$ cat src/rtl/ckp_pkg.sv
package ckp_pkg;
  localparam int IDX_W    = 4;
  localparam int NUM_IDX  = 1 << IDX_W;
  localparam int VID_NUM  = 8;
  localparam int SEL_W    = 3;
  localparam int PW       = 7;
  localparam int CTRL_IDX = 14;
  localparam int MEM_IDX  = 10;
  localparam logic [7:0] CTRL_MASK = 8'h27;
  localparam int CTRL_INT_BIT = 5;

  typedef enum logic [1:0] {
    RS_IDX_A = 2'b00,
    RS_DATA  = 2'b01,
    RS_NONE  = 2'b10,
    RS_IDX_B = 2'b11
  } reg_sel_e;

  function automatic logic [PW-1:0] dflt_m(int i);
    return PW'(48 + 5 * i);
  endfunction

  function automatic logic [PW-1:0] dflt_n(int i);
    return PW'((i % 4) * 32 + i + 3);
  endfunction

  function automatic bit is_rw(int i, int nfixed);
    return ((i >= nfixed) && (i < VID_NUM)) || (i == MEM_IDX);
  endfunction

  function automatic bit is_fixed(int i, int nfixed);
    return i < nfixed;
  endfunction
endpackage

$ cat src/rtl/ckp_host.sv
module ckp_host
  import ckp_pkg::*;
(
  input  logic             clk_i,
  input  logic             rst_ni,
  input  logic             cs_i,
  input  logic             we_i,
  input  logic [1:0]       reg_sel_i,
  input  logic [7:0]       wdata_i,
  output logic [IDX_W-1:0] idx_o,
  output logic             ptr_o,
  output logic             data_wr_o,
  output logic             data_rd_o,
  output logic             idx_sel_o
);
  logic [IDX_W-1:0] idx_q;
  logic             ptr_q;
  logic             data_hit;
  logic             last_byte;

  assign idx_sel_o = (reg_sel_i == RS_IDX_A) || (reg_sel_i == RS_IDX_B);
  assign data_hit  = cs_i && (reg_sel_i == RS_DATA);
  assign data_wr_o = data_hit && we_i;
  assign data_rd_o = data_hit && !we_i;
  assign last_byte = (idx_q == IDX_W'(CTRL_IDX)) || ptr_q;

  always_ff @(posedge clk_i or negedge rst_ni) begin
    if (!rst_ni) begin
      idx_q <= '0;
      ptr_q <= 1'b0;
    end else if (cs_i && we_i && idx_sel_o) begin
      idx_q <= wdata_i[IDX_W-1:0];
      ptr_q <= 1'b0;
    end else if (data_hit) begin
      if (last_byte) begin
        idx_q <= idx_q + 1'b1;  // wraps at NUM_IDX
        ptr_q <= 1'b0;
      end else begin
        ptr_q <= 1'b1;
      end
    end
  end

  assign idx_o = idx_q;
  assign ptr_o = ptr_q;
endmodule

$ cat src/rtl/ckp_store.sv
module ckp_store
  import ckp_pkg::*;
#(
  parameter int NUM_FIXED = 2
) (
  input  logic                         clk_i,
  input  logic                         rst_ni,
  input  logic                         data_wr_i,
  input  logic [IDX_W-1:0]             idx_i,
  input  logic                         ptr_i,
  input  logic [7:0]                   wdata_i,
  input  logic [SEL_W-1:0]             vsel_i,
  output logic [NUM_IDX-1:0][PW-1:0]   m_o,
  output logic [NUM_IDX-1:0][PW-1:0]   n_o,
  output logic [7:0]                   ctrl_o,
  output logic                         upd_o
);
  logic [PW-1:0] stage_q;
  logic [7:0]    ctrl_q;
  logic          upd_q;
  logic          is_ctrl;
  logic          commit;
  logic          live_hit;

  assign is_ctrl  = (idx_i == IDX_W'(CTRL_IDX));
  assign commit   = data_wr_i && ptr_i && !is_ctrl && is_rw(int'(idx_i), NUM_FIXED);
  assign live_hit = (idx_i == IDX_W'(vsel_i)) || (idx_i == IDX_W'(MEM_IDX));

  always_ff @(posedge clk_i or negedge rst_ni) begin
    if (!rst_ni) begin
      stage_q <= '0;
    end else if (data_wr_i && !ptr_i && !is_ctrl) begin
      stage_q <= wdata_i[PW-1:0];
    end
  end

  always_ff @(posedge clk_i or negedge rst_ni) begin
    if (!rst_ni) begin
      ctrl_q <= '0;
    end else if (data_wr_i && is_ctrl) begin
      ctrl_q <= wdata_i & CTRL_MASK;
    end
  end

  always_ff @(posedge clk_i or negedge rst_ni) begin
    if (!rst_ni) upd_q <= 1'b0;
    else         upd_q <= commit && live_hit;
  end

  for (genvar i = 0; i < NUM_IDX; i++) begin : g_ent
    if (is_fixed(i, NUM_FIXED)) begin : g_fix
      assign m_o[i] = dflt_m(i);
      assign n_o[i] = dflt_n(i);
    end else if (is_rw(i, NUM_FIXED)) begin : g_rw
      logic [PW-1:0] m_q, n_q;
      always_ff @(posedge clk_i or negedge rst_ni) begin
        if (!rst_ni) begin
          m_q <= dflt_m(i);
          n_q <= dflt_n(i);
        end else if (commit && (idx_i == IDX_W'(i))) begin
          m_q <= stage_q;
          n_q <= wdata_i[PW-1:0];
        end
      end
      assign m_o[i] = m_q;
      assign n_o[i] = n_q;
    end else begin : g_rsv
      assign m_o[i] = '0;
      assign n_o[i] = '0;
    end
  end

  assign ctrl_o = ctrl_q;
  assign upd_o  = upd_q;
endmodule

$ cat src/rtl/ckp_sel.sv
module ckp_sel
  import ckp_pkg::*;
(
  input  logic [7:0]                 ctrl_i,
  input  logic [SEL_W-1:0]           ext_sel_i,
  input  logic [NUM_IDX-1:0][PW-1:0] m_i,
  input  logic [NUM_IDX-1:0][PW-1:0] n_i,
  output logic [SEL_W-1:0]           vsel_o,
  output logic [PW-1:0]              vm_o,
  output logic [PW-1:0]              vn_o,
  output logic [PW-1:0]              mm_o,
  output logic [PW-1:0]              mn_o
);
  assign vsel_o = ctrl_i[CTRL_INT_BIT] ? ctrl_i[SEL_W-1:0] : ext_sel_i;
  assign vm_o   = m_i[vsel_o];
  assign vn_o   = n_i[vsel_o];
  assign mm_o   = m_i[MEM_IDX];
  assign mn_o   = n_i[MEM_IDX];
endmodule

$ cat src/rtl/ckp_bank.sv
module ckp_bank
  import ckp_pkg::*;
#(
  parameter int NUM_FIXED = 2
) (
  input  logic        clk_i,
  input  logic        rst_ni,
  input  logic        cs_i,
  input  logic        we_i,
  input  logic [1:0]  reg_sel_i,
  input  logic [7:0]  wdata_i,
  output logic [7:0]  rdata_o,
  input  logic [2:0]  ext_sel_i,
  output logic [2:0]  vclk_sel_o,
  output logic [6:0]  vclk_m_o,
  output logic [6:0]  vclk_n_o,
  output logic [6:0]  mclk_m_o,
  output logic [6:0]  mclk_n_o,
  output logic        upd_o
);
  logic [IDX_W-1:0]           idx;
  logic                       ptr;
  logic                       data_wr, data_rd, idx_sel;
  logic [NUM_IDX-1:0][PW-1:0] m_all, n_all;
  logic [7:0]                 ctrl_q;
  logic [SEL_W-1:0]           vsel;

  ckp_host u_host (
    .clk_i, .rst_ni, .cs_i, .we_i, .reg_sel_i, .wdata_i,
    .idx_o(idx), .ptr_o(ptr), .data_wr_o(data_wr), .data_rd_o(data_rd),
    .idx_sel_o(idx_sel)
  );

  ckp_store #(.NUM_FIXED(NUM_FIXED)) u_store (
    .clk_i, .rst_ni, .data_wr_i(data_wr), .idx_i(idx), .ptr_i(ptr),
    .wdata_i, .vsel_i(vsel), .m_o(m_all), .n_o(n_all), .ctrl_o(ctrl_q),
    .upd_o
  );

  ckp_sel u_sel (
    .ctrl_i(ctrl_q), .ext_sel_i, .m_i(m_all), .n_i(n_all),
    .vsel_o(vsel), .vm_o(vclk_m_o), .vn_o(vclk_n_o),
    .mm_o(mclk_m_o), .mn_o(mclk_n_o)
  );

  assign vclk_sel_o = vsel;

  always_comb begin
    rdata_o = '0;
    if (idx_sel) begin
      rdata_o = 8'(idx);
    end else if (reg_sel_i == RS_DATA) begin
      if (idx == IDX_W'(CTRL_IDX)) rdata_o = ctrl_q;
      else if (ptr)                rdata_o = {1'b0, n_all[idx]};
      else                         rdata_o = {1'b0, m_all[idx]};
    end
  end
endmodule

$ cat config.mk
export PLATFORM = sky130hd
export DESIGN_NAME = ckp_bank
export DESIGN_NICKNAME = d
export VERILOG_FILES = /design/src/rtl/ckp_pkg.sv /design/src/rtl/ckp_host.sv /design/src/rtl/ckp_store.sv /design/src/rtl/ckp_sel.sv /design/src/rtl/ckp_bank.sv
export SDC_FILE = /design/constraint.sdc
export NUM_CORES = 1
export LEC_CHECK = 0
export ABC_CLOCK_PERIOD_IN_PS = 2300
export BUFFER_PORTS_ARGS = -buffer_cell sky130_fd_sc_hd__buf_4
export CAP_MARGIN = 10
export CORE_MARGIN = 2
export CORE_UTILIZATION = 45
export DETAILED_ROUTE_END_ITERATION = 7
export GPL_ROUTABILITY_DRIVEN = 0
export PLACE_DENSITY = 0.75
export RECOVER_POWER = 50
export SLEW_MARGIN = 30
export SYNTH_ARGS = -nofsm -noshare
export SYNTH_HDL_FRONTEND = slang
export SYNTH_SLANG_ARGS = --single-unit
$ cat constraint.sdc
create_clock -name clk_i -period 2.3 [get_ports clk_i]
set_clock_uncertainty 0.1 [all_clocks]
set_input_delay 0.115 -clock clk_i [delete_from_list [all_inputs] [get_ports clk_i]]
set_output_delay 0.115 -clock clk_i [all_outputs]
set_load 0.1 [all_outputs]
# Word-level counts from Yosys, hierarchy flattened
# Index checks and enable logic that the tools add are counted.
# word_totals
elab_cells	84
out_inout_bits	40
ff_bits	115
inputBits	17
# op_classes
reduce_logical	29
muxes	19
addsub	1
eq_ne	12
order_cmp	4
# op_table
op	count
binary-select mux 7 bit (select 4 bit)	2
two-way mux 7 bit	8
binary-select mux 7 bit (select 3 bit)	2
logical AND 1 bit	19
== test 4 x 3 -> 1 bit (second input constant)	4
== test 4 bit (second input constant)	3
two-way mux 4 bit	3
== test 4 x 2 -> 1 bit (second input constant)	2
< comparator 3 x 5 -> 1 bit (second input constant)	1
< comparator 4 x 5 -> 1 bit (second input constant)	1
adder 4 x 1 -> 4 bit (second input constant)	1
== test 4 x 3 -> 1 bit	1
>= comparator 4 x 2 -> 1 bit (second input constant)	1
logical OR 1 bit	4
< comparator 4 bit (second input constant)	1
nonzero test 2 bit	2
two-way mux 1 bit	3
two-way mux 3 bit	1
== test 2 x 1 -> 1 bit (second input constant)	1
== test 2 bit (second input constant)	1
logical NOT 1 bit	2
logical NOT 2 bit	1
AND reduction 2 bit	1

# Longest topological paths before layout
# Gate-level depths: netlist (run 1).
# logic_depth
ltp_word	7
ltp_mapped	10
depth_no_buf	7

# By module
# A second synthesis (run 1) with hierarchy kept.
# unflattened
cells_unflattened	840
hier_area_um2	9086.2
# by_module_without_submodules
module	area_each_um2	seq_area_each_um2	cells_each	n_inst
ckp_store	5295.1	2813.9	383	1
ckp_bank	2202.1	0.0	242	1
ckp_sel	1266.2	0.0	179	1
ckp_host	322.8	125.1	36	1

# Worst setup path after synthesis (run 1)
# OpenSTA, ideal clock, no wires.
# synth_timing
kind	register to output
from	register u_host.idx_q[0] (netlist: u_host.idx_o[0])
to	output rdata_o[4]
stages_incl_launch_ff	7
setup_slack_ps	-2246
n_path_buf	2
t_required_ps	2085
arrival_ps	4331
path_cell_list	dfrtp_1 -> buf_6 -> buf_4 -> clkinv_1 -> ha_1 -> and3_1 -> nor4_1
# synth_via
elab_chain_cells	6
word_cells_on_any_way	9
cone_classes	eq/ne (1); mux (8)
# synth_lines
item	line_no	text
from (decl)	ckp_host.sv:16	logic [IDX_W-1:0] idx_q;
from (signal assigned)	ckp_host.sv:32	idx_q <= wdata_i[IDX_W-1:0];
from (signal assigned)	ckp_host.sv:36	idx_q <= idx_q + 1'b1;
binary-select mux 7 bit (select 4 bit), on equally long branches	ckp_bank.sv:55, ckp_bank.sv:54	
two-way mux 7 bit, on equally long branches	ckp_bank.sv:55, ckp_bank.sv:54	
two-way mux 7 bit	ckp_bank.sv:54	else if (ptr) rdata_o = {1'b0, n_all[idx]};
two-way mux 7 bit *	ckp_bank.sv:53	if (idx == IDX_W'(CTRL_IDX)) rdata_o = ctrl_q;
two-way mux 7 bit *	ckp_bank.sv:52	end else if (reg_sel_i == RS_DATA) begin
two-way mux 7 bit *	ckp_bank.sv:50	if (idx_sel) begin
to (decl)	ckp_bank.sv:12	output logic [7:0] rdata_o,
# Mark *: on every way between the ends. The rest lies on a longest branch, timed or not. The select of a mux whose other input is x is not followed.

# Final worst setup path (run 1)
# layout_timing
from	register u_host.idx_q[0] (netlist: u_host.idx_o[0])
to	output rdata_o[6]
# Same word-level chain as after synthesis.

==> metrics.txt, run 1 <==
Routed Antenna Nets=0; Peak VDD IR=slightly above 0.6 mV; register area=approximately 0.0029 mm2; worst hold path class=input port to flip-flop; Met2 Wirelength=11,300 um; period utilization=126%; DR WL/cell=between 20 and 30 um; uppermost routed layer=met4; Critical Path RT=2.09 ns; Clock power frac=29.7%; IO buf count=54; DRT iter0 DRCs=882; Fmax=about 350 MHz; final wirelength=approximately 25,000 um; startpoint types=flip-flop; reg-to-reg slack, setup=-0.04 ns; critical path's largest stage delay=0.54 ns; total gr overflow=0; part of the power in combinational logic=about two fifths; CTS root buf=clkbuf_16; Least-Margin Pin Slew=approximately 1.7 ns; CP Capture Type=output pin; Avg Inst Size Synth=roughly 11 um2; Worst-path clk slew=0.05 ns; Leakage Power=around 4.1 nW; share of layout cells above drive strength 1=a little over three fifths; Pins Over Slew Limit=32; final total power=around 8.8 mW; footprint of the multi-input gates=around 0.0038 mm2; status=finished with violations; post-synthesis cell area=roughly 0.0065 mm2; antenna violations before repair=0; switching share of power=38.4%; Synth Flop Type=dfrtp_1; CTS max path bufs=2; routed wl met3=2980 um; Rel. slew slack=-15.5%; Int Power=approximately 5.4 mW; Die Wd=about 120 um; worst path bufs/invs=2; CP max FO=6; Hold Vio Cnt, Final=0; Die Height=roughly 120 um; register area share after synthesis=a little under half; worst endpoint data arrival time=about 2.7 ns; violated checks=max-capacitance violations, max-slew violations, negative setup slack; Clk Latency, worst-skew pair=~0.43 ns; core area=about 0.014 mm2; first-pass GRT wire length=32,600 um; # H-tree levels=4; Finished Core Util=about two thirds; drt first pass iters=6; number of enable flip-flop cells after synthesis=0; antenna cell count=0; Worst R2R Path Depth=11; Distinct cells, synth=slightly above 60; fillers=~870; crit-path cells=buf_6 > mux4_2 > mux2_2 > a222oi_1 > nor2_2 > buf_12; io pins=57; Critical Path Start=u_host.idx_o[0]$_DFFE_PN0P_; site row count=43; crit path capture=rdata_o[6]; power per cell area=between 900 and 1000 mW/mm2; Area Overhead vs Synth=42.6%; RR Startpoint=u_host.idx_o[0]$_DFFE_PN0P_; fin crit period=slightly below 3 ns; Initial Util=about 46%; Post-synth ARST share=between 90% and 100%; Worst path slowest cell=a222oi_1; Synth Warn #=0; crit-path leading delay family=multiplexers; WL met1=8880 um; DR vias/cell=6.82; Net Count, Synth=a little under 600; clock sinks=115; net switching power=roughly 3.4 mW; dpl hpwl=roughly 13,000 um; Crit path depth=6; Cells after Synth=569; vias in the first global route=around 5,700; largest net degree at the start of global routing=55; Residual DRC=0; via count=6,004; gr usage total=about 29%; hold slack=roughly 0.054 ns; setup TNS=-6.22 ns; final setup fails=22; RSZ-0062 raised after global routing=yes; nets@finish=about 700; Synth Register Bits=roughly 120; post-route setup slack=-0.587 ns; Reg power frac=roughly a third; die area=around 0.015 mm2; Max Cap Viol=1; kind of critical path=flip-flop to output pin; CTS tree=yes; r2r endpoint=u_host.idx_o[0]$_DFFE_PN0P_; total CTS buffers=17
cell type report:
type | count | area share, %
clock buffers | 23 | 5.06
clock inverters | 9 | 1.15
flip-flops and latches | 115 | 31.8
repair buffers | 153 | 18.1
multi-input cells | 394 | 40.9
well taps | 180 | 2.43
inverters | 6 | 0.527
kinds of logic after synthesis:
kind of cell | share of synthesized area (%)
and+or+nand+nor | 13.3
muxes | 27.6
DFF | 45.3
AOI/OAI and AO/OA | 7.16
buffers and inverters | 5.25
adders and majority gates | 0.965
xor gates and xnor gates | 0.270
other | 0.0578
worst min path at each step:
stage | from | end | slack, ns | depth (start not counted)
4_1_cts | we_i | u_host.idx_o[0]$_DFFE_PN0P_ | 0.02 | 4
3_5_place_dp | rst_ni | u_store.g_ent[10].g_rw.m_q[3]$_DFFE_PN0P_ | -0.03 | 1
6_report | we_i | u_host.idx_o[3]$_DFFE_PN0P_ | 0.05 | 3
5_1_grt | we_i | u_host.idx_o[2]$_DFFE_PN0P_ | 0.07 | 3
3_3_place_gp | rst_ni | u_store.g_ent[10].g_rw.m_q[3]$_DFFE_PN0P_ | -0.05 | 1
2_1_floorplan | rst_ni | u_host.idx_o[0]$_DFFE_PN0P_ | -0.28 | 0
worst register-to-register path, cell delays in order, from the launching register on:
cell and delay (ns):
dfrtp_2 0.46, buf_4 0.16, buf_12 0.12, clkinv_4 0.05, ha_4 0.15, and3_4 0.21, nor2_4 0.05, buf_4 0.16
o21ai_1 0.19, buf_4 0.16, nor2_1 0.04, nor3_1 0.35
power by group through the flow:
stage	Sequential [mW]	Clock (mW)	Combinational, mW
final	2.77	2.62	3.42
after global routing	2.79	2.72	3.49
after CTS	2.71	2.58	2.99
after detailed placement	2.71	0	2.53
after global placement	2.69	0	2.48
after floorplan	2.57	0	1.94
stage by stage:
step | setup WS [ns] | cells | area, um2
floorplan | -0.326 | 569 | 6730
global placement | -0.0567 | 804 | 7510
detailed placement | -0.0530 | 804 | 7510
CTS | -0.363 | 864 | 8890
global route | -0.598 | 880 | 9250
finish | -0.587 | 880 | 9250
repair_timing:
item / CTS / global route
gates cloned: 2 / 2
hold buffers: 9 / 0
pin swaps: 30 / 29
gates resized for setup: 137 / 61
setup endpoints to repair: 21 / 21
hold endpoints to repair: 127 / 0
setup buffers: 17 / 16
cells in the final DEF, fill, tap and decap left out, drive strengths merged, types with 3 or more instances in the layout:
| master | synthesis | routed |
|---|---|---|
| buf | 41 | 132 |
| mux2 | 114 | 114 |
| nand2 | 80 | 80 |
| dfrtp | 66 | 66 |
| dfstp | 49 | 49 |
| nand3 | 43 | 43 |
| clkbuf | 13 | 35 |
| nor2 | 19 | 19 |
| mux2i | 16 | 16 |
| mux4 | 14 | 14 |
| o21ai | 13 | 13 |
| a21oi | 12 | 12 |
| dlygate4sd3 | 0 | 9 |
| nand2b | 9 | 9 |
| o31ai | 8 | 8 |
| nor3 | 7 | 7 |
| clkinv | 1 | 6 |
| ha | 5 | 5 |
| a22oi | 5 | 5 |
| clkinvlp | 0 | 4 |
| a221o | 4 | 4 |
| and3 | 4 | 4 |
| a32oi | 4 | 4 |
| o211ai | 3 | 3 |
| inv | 5 | 3 |
synth_stat cells, types with 3 or more instances:
cell      instances  share of area [%]
a21oi_1          12               0.93
a221o_1           4               0.62
a22oi_1           5               0.58
a32oi_1           4               0.54
and3_1            4               0.39
buf_1             8               0.46
buf_2             8               0.62
buf_4            23                2.7
clkbuf_1         13               0.75
dfrtp_1          66                 25
dfstp_2          49                 20
ha_1              5               0.96
inv_1             4               0.23
mux2_1            5               0.87
mux2_2          109                 19
mux2i_1          16                2.5
mux4_1            9                3.6
mux4_2            5                1.7
nand2_1          76                4.4
nand2_2           4               0.39
nand2b_1          9               0.87
nand3_1          42                3.2
nor2_1           18                1.0
nor3_1            5               0.39
o211ai_1          3               0.35
o21ai_0          13                1.0
o31ai_1           8               0.93
sequential cells by signal (all words and copies together), names as in the netlist:
signal,flops
u_store.g_ent.g_rw.m_q,49
u_store.g_ent.g_rw.n_q,49
u_store.stage_q,7
u_host.idx_o,4
u_store.ctrl_o,4
u_host.ptr_o,1
u_store.upd_o,1
per-layer routing:
metal	up-vias	global-route usage (%)
met5	-	0
met1	2963	36.2
met3	168	6.68
met2	580	44.8
met4	0	15.9
li1	2293	-
(Power assumes the default switching activity.)
==> inputs of run 2 (changes only) <==
--- a/config.mk
+++ b/config.mk
@@ -8,11 +8,13 @@
 export ABC_CLOCK_PERIOD_IN_PS = 2300
 export BUFFER_PORTS_ARGS = -buffer_cell sky130_fd_sc_hd__buf_4
 export CAP_MARGIN = 10
+export CELL_PAD_IN_SITES_DETAIL_PLACEMENT = 1
+export CELL_PAD_IN_SITES_GLOBAL_PLACEMENT = 2
 export CORE_MARGIN = 2
-export CORE_UTILIZATION = 45
+export CORE_UTILIZATION = 36
 export DETAILED_ROUTE_END_ITERATION = 7
 export GPL_ROUTABILITY_DRIVEN = 0
-export PLACE_DENSITY = 0.75
+export PLACE_DENSITY = 0.81
 export RECOVER_POWER = 50
 export SLEW_MARGIN = 30
 export SYNTH_ARGS = -nofsm -noshare
==> run 2 against run 1 <==
Net effect: the run ends with negative setup slack left; clock power is 15% higher; global-route usage decreased by 1.3 points; combinational power increased by 13%; critical path depth up 1; die area increased by 24%; maximum frequency is 7.2% higher; first-iteration DRC count fell by 39%; cell count up 7.7%; critical path type unchanged; largest power group unchanged.
==> metrics.txt, run 2 (synthesized netlist as in run 1, its figures left out) <==
Pins Over Slew Limit=0; clock sinks=115; drt first pass iters=6; Area Overhead vs Synth=56.0%; DR WL/cell=just over 30 um; via count=between 5,000 and 6,000; period utilization=117%; total CTS buffers=17; startpoint types=flip-flop; crit-path cells=buf_6 > buf_8 > mux4_2 > nand2b_4 > a221oi_2 > nor4_4 > buf_6; first-pass GRT wire length=39,200 um; CTS root buf=clkbuf_16; Critical Path RT=about 2.1 ns; power per cell area=around 960 mW/mm2; Residual DRC=0; worst slack, placed=-0.120 ns; dpl cells=between 800 and 900; IO buf count=54; GR peak layer=met2; Peak VDD IR=approximately 0.60 mV; Reg power frac=around 29%; DRT iter0 DRCs=539; kind of critical path=flip-flop to output pin; worst hold path class=input port to flip-flop; gr usage total=about 27%; worst endpoint data arrival time=between 2 and 2.5 ns; hold slack=0.0464 ns; vias in the first global route=6,195; commonest non-fill, non-tap cell in the layout=mux2_2; switching share of power=between 30% and 40%; nets@finish=about 730; final setup fails=61; core area=0.0178 mm2; Die Wd=around 140 um; die area=between 0.015 and 0.02 mm2; # H-tree levels=4; footprint of the multi-input gates=0.00405 mm2; Worst path slowest cell=mux4_2; Die Height=between 100 and 150 um; DR vias/cell=about 6; largest net degree at the start of global routing=43; CP Capture Type=output pin; RSZ-0062 raised after global routing=yes; Fmax=roughly 370 MHz; Clk Latency, worst-skew pair=between 0.4 and 0.5 ns; io pins=between 50 and 60; Max Cap Viol=0; CP max FO=7; critical path's largest stage delay=between 0.5 and 0.6 ns; Rel. slew slack=22.5%; Initial Util=~36%; final wirelength=approximately 29,000 um; Leakage Power=between 4 and 5 nW; post-route setup slack=-0.393 ns; Finished Core Util=56.7%; dpl hpwl=around 15,000 um; CTS tree=yes; Routed Antenna Nets=0; antenna violations before repair=0; met3 Track Usage GR=6.82%; net switching power=approximately 3.7 mW; Least-Margin Pin Slew=~1.2 ns; Int Power=around 6 mW; Worst-path clk slew=about 0.05 ns; most frequent CP cell=buf_6; most frequent cells in the layout=mux2_2, buf_4, dfrtp_1, nand2_1, dfstp_2; part of the power in combinational logic=between 40% and 50%; fillers=1,702; antenna cell count=0; share of layout cells above drive strength 1=68.6%; status=finished with violations; total gr overflow=0; Clock power frac=between 30% and 40%; Regs by FF count=u_store.g_ent.g_rw.m_q x49, u_store.g_ent.g_rw.n_q x49, u_store.stage_q x7; Hold Vio Cnt, Final=0; met1 Use GR=approximately a third; violated checks=negative setup slack; site row count=49; CTS max path bufs=2; register area=approximately 0.0029 mm2; final instance count without filler cells=approximately 950; met2 usage=44.3%; fin crit period=between 2 and 3 ns
## run 2: final cells by class
class | instances | share of cell area, %
clock inverters | 8 | 1.43
inverters | 6 | 0.482
clock buffers | 24 | 5.06
flip-flops and latches | 115 | 29.1
multi-input cells | 394 | 40.0
repair buffers | 172 | 21.1
well taps | 229 | 2.83
## run 2: layer usage
layer,vias up,part of all wire (%)
li1,2342,-
met1,3048,40
met2,305,49
met3,114,6.0
met4,0,4.8
met5,-,0
## run 2: path summary, 6_finish.rpt
check                                                         start                                  endpoint  slack [ns]  depth (start not counted)
max in group asynchronous                                    rst_ni               u_host.idx_o[0]$_DFFE_PN0P_        0.11                          3
min in group asynchronous                                    rst_ni  u_store.g_ent[2].g_rw.n_q[5]$_DFFE_PN0P_        0.37                          2
max                                     u_host.idx_o[0]$_DFFE_PN0P_                                rdata_o[4]       -0.39                          7
min reg2reg                u_store.g_ent[6].g_rw.m_q[4]$_DFFE_PN0P_  u_store.g_ent[6].g_rw.m_q[4]$_DFFE_PN0P_        0.44                          1
max reg2reg                             u_host.idx_o[0]$_DFFE_PN0P_  u_store.g_ent[6].g_rw.m_q[0]$_DFFE_PN0P_       -0.10                         12
min                                                            we_i               u_host.idx_o[0]$_DFFE_PN0P_        0.05                          4
## run 2: worst max-delay path, delay by kind of cell, from the launching register on
kind / cells / cell delay [ns]
compound gates: 1 / 0.33
buf+inv: 3 / 0.52
flops: 1 / 0.40
mux: 1 / 0.54
simple gates: 2 / 0.26
## run 2: per-stage QoR
step / power, mW / setup TNS (ns) / cell area [um2]
after floorplan: 4.51 / -2.30 / 6730
after global placement: 5.34 / -0.506 / 7690
after detailed placement: 5.41 / -0.600 / 7690
after CTS: 9.14 / -2.80 / 9590
after global routing: 9.88 / -13.11 / 10100
final: 9.67 / -6.34 / 10100
## run 2: repair_timing
action                                 4_1_cts  5_1_grt
gates cloned                                 8        3
buffers inserted                            23       18
endpoints found under the hold margin      104        0
gates resized for setup                    197       76
setup endpoints to repair                   21       46
hold buffers                                 9        0
pin swaps                                   39       24
## run 2: power groups by stage
stage / clock, mW / sequential [mW] / combinational (mW)
floorplan: 0 / 2.57 / 1.94
global placement: 0 / 2.73 / 2.61
detailed placement: 0 / 2.75 / 2.66
CTS: 2.96 / 2.72 / 3.46
global route: 3.11 / 2.81 / 3.96
finish: 3.00 / 2.79 / 3.88
